--- config.mk ---
export PLATFORM = sky130hd
export DESIGN_NAME = tbm_node_index
export DESIGN_NICKNAME = d
export VERILOG_FILES = /design/src/rtl/tbm_pkg.sv /design/src/rtl/tbm_left_ones.sv /design/src/rtl/tbm_prefix_search.sv /design/src/rtl/tbm_split_add.sv /design/src/rtl/tbm_node_index.sv
export SDC_FILE = /design/constraint.sdc
export NUM_CORES = 1
export LEC_CHECK = 0
export BUFFER_PORTS_ARGS = -buffer_cell sky130_fd_sc_hd__clkbuf_2
export CORE_UTILIZATION = 52
export DETAILED_ROUTE_END_ITERATION = 12
export GPL_TIMING_DRIVEN = 0
export PLACE_DENSITY_LB_ADDON = 0.1
export SYNTH_ARGS = -nofsm -noshare
export SYNTH_HDL_FRONTEND = slang
export SYNTH_SLANG_ARGS = --single-unit
--- constraint.sdc ---
create_clock -name clk -period 10.05 [get_ports clk]
set_input_delay 1.005 -clock clk [delete_from_list [all_inputs] [get_ports clk]]
set_output_delay 1.005 -clock clk [all_outputs]
set_load 0.05 [all_outputs]
--- src/rtl/tbm_pkg.sv ---
package tbm_pkg;
  localparam int STRIDE_DEF = 4;
  localparam int PTR_W_DEF  = 18;

  // first bitmap position of the prefixes of length lvl
  function automatic int level_base(input int lvl);
    return (1 << lvl) - 1;
  endfunction
endpackage

--- src/rtl/tbm_left_ones.sv ---
module tbm_left_ones #(
  parameter int WIDTH = 16,
  parameter int CNT_W = 4
) (
  input  logic [WIDTH-1:0] bmp,
  input  logic [CNT_W-1:0] pos,
  output logic [CNT_W-1:0] cnt
);
  logic [WIDTH-1:0] masked;

  // element i is the bitmap position i counted from the MSB
  for (genvar i = 0; i < WIDTH; i++) begin : g_mask
    assign masked[i] = bmp[WIDTH-1-i] & (i < int'(pos));
  end

  always_comb begin
    cnt = '0;
    for (int i = 0; i < WIDTH; i++) begin
      cnt = cnt + CNT_W'(masked[i]);
    end
  end
endmodule

--- src/rtl/tbm_prefix_search.sv ---
module tbm_prefix_search
  import tbm_pkg::*;
#(
  parameter int STRIDE = 4,
  localparam int INT_W = (1 << STRIDE) - 1
) (
  input  logic [STRIDE-1:0] nibble,
  input  logic [INT_W-1:0]  bmp,
  output logic [STRIDE-1:0] idx
);
  logic [STRIDE-1:0] lvl_pos [STRIDE];
  logic [STRIDE-1:0] lvl_hit;

  for (genvar l = 0; l < STRIDE; l++) begin : g_lvl
    localparam int BASE = level_base(l);
    assign lvl_pos[l] = STRIDE'(BASE) + (nibble >> (STRIDE - l));
    assign lvl_hit[l] = bmp[(INT_W - 1) - int'(lvl_pos[l])];
  end

  // deeper levels overwrite shallower ones
  always_comb begin
    idx = '1;
    for (int l = 0; l < STRIDE; l++) begin
      if (lvl_hit[l]) idx = lvl_pos[l];
    end
  end
endmodule

--- src/rtl/tbm_split_add.sv ---
module tbm_split_add #(
  parameter int PTR_W = 18,
  parameter int LOW_W = 4,
  localparam int HI_W = PTR_W - LOW_W
) (
  input  logic [PTR_W-1:0] base,
  input  logic [LOW_W-1:0] off,
  output logic [PTR_W-1:0] sum
);
  logic [LOW_W:0]  low_sum;
  logic [HI_W-1:0] hi_keep;
  logic [HI_W-1:0] hi_inc;

  assign low_sum = {1'b0, base[LOW_W-1:0]} + {1'b0, off};
  assign hi_keep = base[PTR_W-1:LOW_W];
  assign hi_inc  = hi_keep + HI_W'(1);
  assign sum     = {(low_sum[LOW_W] ? hi_inc : hi_keep), low_sum[LOW_W-1:0]};
endmodule

--- src/rtl/tbm_node_index.sv ---
module tbm_node_index
  import tbm_pkg::*;
#(
  parameter int STRIDE = STRIDE_DEF,
  parameter int PTR_W  = PTR_W_DEF,
  localparam int EXT_W = 1 << STRIDE,
  localparam int INT_W = (1 << STRIDE) - 1
) (
  input  logic              clk,
  input  logic              rst,
  input  logic              in_valid,
  input  logic [STRIDE-1:0] nibble,
  input  logic [EXT_W-1:0]  ext_bmp,
  input  logic [INT_W-1:0]  int_bmp,
  input  logic [PTR_W-1:0]  child_base,
  input  logic [PTR_W-1:0]  hop_base,
  output logic              out_valid,
  output logic              child_ok,
  output logic [PTR_W-1:0]  child_addr,
  output logic [STRIDE-1:0] pfx_idx,
  output logic [PTR_W-1:0]  hop_addr
);
  logic [STRIDE-1:0] child_cnt;
  logic [STRIDE-1:0] best_pos;
  logic [STRIDE-1:0] hop_cnt;
  logic [PTR_W-1:0]  child_sum;
  logic [PTR_W-1:0]  hop_sum;
  logic              child_bit;

  assign child_bit = ext_bmp[(EXT_W - 1) - int'(nibble)];

  tbm_left_ones #(.WIDTH(EXT_W), .CNT_W(STRIDE)) u_child_cnt (
    .bmp(ext_bmp), .pos(nibble), .cnt(child_cnt)
  );

  tbm_split_add #(.PTR_W(PTR_W), .LOW_W(STRIDE)) u_child_add (
    .base(child_base), .off(child_cnt), .sum(child_sum)
  );

  tbm_prefix_search #(.STRIDE(STRIDE)) u_search (
    .nibble(nibble), .bmp(int_bmp), .idx(best_pos)
  );

  tbm_left_ones #(.WIDTH(INT_W), .CNT_W(STRIDE)) u_hop_cnt (
    .bmp(int_bmp), .pos(best_pos), .cnt(hop_cnt)
  );

  tbm_split_add #(.PTR_W(PTR_W), .LOW_W(STRIDE)) u_hop_add (
    .base(hop_base), .off(hop_cnt), .sum(hop_sum)
  );

  always_ff @(posedge clk) begin
    if (rst) begin
      out_valid  <= 1'b0;
      child_ok   <= 1'b0;
      child_addr <= '0;
      pfx_idx    <= '0;
      hop_addr   <= '0;
    end else begin
      out_valid <= in_valid;
      if (in_valid) begin
        child_ok   <= child_bit;
        child_addr <= child_sum;
        pfx_idx    <= best_pos;
        hop_addr   <= hop_sum;
      end
    end
  end
endmodule

==> reports/metrics.yaml <==
outcome: "complete, no violations"
drc: 0
yosysUniqueCellTypes: 38
gr-total-overflow: 0
pwr_density_cell_nw_per_um2: 223.2
cts_resized: 0
cts_tree: "built"
synth_fp_nets: 536
holdWs_ps: 483.4
path_clk_slew_ps: 80
finalHoldViolCount: 0
worstPathRequired_ps: 10260
placedCellCount: 621
fp.dieW_microns: 86.22
io_buffers: 112
total_power_uw: 996.4
peakVddDrop_mv: 0.2702
root_buffer: "clkbuf_8"
min_from: "hop_addr[14]"
htree_levels: 2
worstPathMaxFanout: 10
finalMaxSlewViolations: 0
fin_cells: 629
drt-vias-per-instance: 5.521
path_class: "input port to flop"
crit_arrival_ps: 9120
skew_ps: 0
ys_async_sr_fraction: 0
clockBufferDepth: 2
fin_crit_sh: 0.8863
grt_pass1_vias: 3304
syn_area_sq_um: 3689
post_cts_buffers: 0
synth_ff_type: "dfxtp_1"
startpoint_type: "input port"
worst_slew_pin_slew_ps: 777.3
startpoint: "nibble[1]"
cts_buffers: 5
diodes: 0
core_area_sq_um: 6832
start_util: 0.5399
timing.rr.start: "child_addr[5]"
yosys_warnings: 0
die-area_sq_um: 7434
routed_wl_microns: 9269
power.leakage_uw: 0.002185
row_count: 30
setup_slack_ps: 1143
drt-initial-drc-count: 174
synth_edf_count: 0
period_minus_slack_ps: 8907
avgSynthCellArea_sq_um: 8.931
rsz0062_at_grt: "false"
grt_pass1_wl_microns: 15360
ant_nets: 0
cap_violations: 0
clock_sinks: 42
avgRoutedWirePerCell_microns: 14.74
drive_gt1_frac: 0.2552
syn_inst: 413
yosys.area.top_type: "dfxtp_1"
die_y_microns: 86.22
endpoint_kind: "flop"
via_count: 3473
syn_to_final_growth_pct: 21.03
setup_viol_count_final: 0
cts_hold_buf: 0
relSlewSlack: 0.4818
grt_start_max_net_pins: 14
synth-seq-cells: 42
gp_congestion: 0.8759
synth.area.top_cells: "dfxtp_1, fa_1, ha_1"
tns_ps: 0
max_freq_mhz: 112.3
antenna_found_initial: 0
clkLatencyLatePin_ps: 300
hpwl_microns: 7647
synth-seq-area-share: 0.2280
yosys.area.top_type_share: 0.2280
ios: 116
hp-class: "flop to flop"
place_ws_ps: 903.8
grt.total_usage: 0.2617
first_pass_iters: 4
final_nets: 655
-- worst paths after layout --
kind,to,slack (ps),cells past startpoint
min,hop_addr[14],480,2
min reg2reg,hop_addr[14],480,2
max,hop_addr[17],1140,28
max reg2reg,child_addr[5],9320,2
-- cells by family (layout without fill, tap and decap cells) --
group	after synthesis	count (layout)	share of synthesized area
muxes	23	23	0.09057
AOI/OAI and AO/OA	80	80	0.1591
buffers and inverters	45	165	0.04715
adders and majority gates	49	49	0.2069
xor gates and xnor gates	37	37	0.08786
and+or+nand+nor	137	137	0.1805
DFF	42	42	0.2280
-- through the flow --
step,instance area [sq um],utilization
5_1_grt,4464,0.6535
3_3_place_gp,4369,0.6396
6_report,4464,0.6535
2_1_floorplan,3689,-
4_1_cts,4464,0.6535
3_5_place_dp,4369,0.6396
-- worst max-delay path, stage by stage --
cell      delay [ps]
clkbuf_2         140
buf_2            280
inv_1            180
ha_1             320
clkbuf_1         200
or4_4            570
a311o_1          410
and3_1           200
buf_2            150
o41a_1           480
o21a_1           190
ha_1             270
inv_1             50
fa_1             500
fa_1             520
fa_1             520
fa_1             540
inv_1             40
ha_1             220
fa_1             390
xor2_1           160
ha_1             330
a21o_1           140
a21oi_1          130
nor3b_1          580
nand3_1          180
xor2_1           180
a211oi_1         230
-- area by class of cell --
| cell class | instances | area (sq um) |
|---|---|---|
| buffer | 19 | 76.32 |
| clock buffer | 6 | 82.58 |
| fill | 609 | 2367 |
| clock inverter | 2 | 12.51 |
| tap | 96 | 120.1 |
| multi-input combinational | 326 | 2674 |
| inverter | 26 | 97.59 |
| timing repair buffer | 112 | 560.5 |
| sequential | 42 | 840.8 |
-- synthesized netlist by cell type, drive strengths merged, types with 10 or more instances --
library cell  number
a211oi            27
a21o              11
a21oi             10
and3              14
clkbuf            15
dfxtp             42
fa                20
ha                29
inv               26
mux2i             12
nand2             26
nand3             16
nor2              50
xnor2             24
xor2              13
-- placed cells by master (no fill, tap or decap), types with 2 or more instances in the layout --
master / count
a211o_1: 2
a211oi_1: 27
a21boi_0: 2
a21o_1: 11
a21oi_1: 10
a2bb2oi_1: 2
a311o_1: 2
a311oi_1: 3
and3_1: 14
and4_1: 2
buf_2: 4
clkbuf_1: 15
clkbuf_2: 112
clkbuf_8: 6
dfxtp_1: 42
fa_1: 20
ha_1: 29
inv_1: 26
mux2_2: 3
mux2i_1: 12
mux4_2: 8
nand2_1: 26
nand3_1: 16
nand3b_1: 3
nand4_1: 9
nor2_1: 50
nor2b_1: 9
nor3b_1: 5
o211a_1: 4
o211ai_1: 4
o21a_1: 5
o21ai_0: 5
xnor2_1: 24
xor2_1: 13
-- flip-flops by register name, indices dropped and copies added, names as in the netlist --
signal and cells:
child_addr 18, hop_addr 18, pfx_idx 4, child_ok 1, out_valid 1
-- per-layer routing --
metal  share of wire  GRT usage  vias up
met5               0          0        -
met4           0.021    0.06970        0
met3           0.054    0.04095       17
li1                -          -     1710
met1            0.44     0.3491     1617
met2            0.48     0.4430      129
-- where the power goes --
group / total [uW] / switching (uW) / internal, uW
clock: 114 / 58.8 / 55.2
combinational: 676 / 396 / 280
sequential: 206 / 12.8 / 194
No activity file was read; power rests on OpenSTA's default activity.
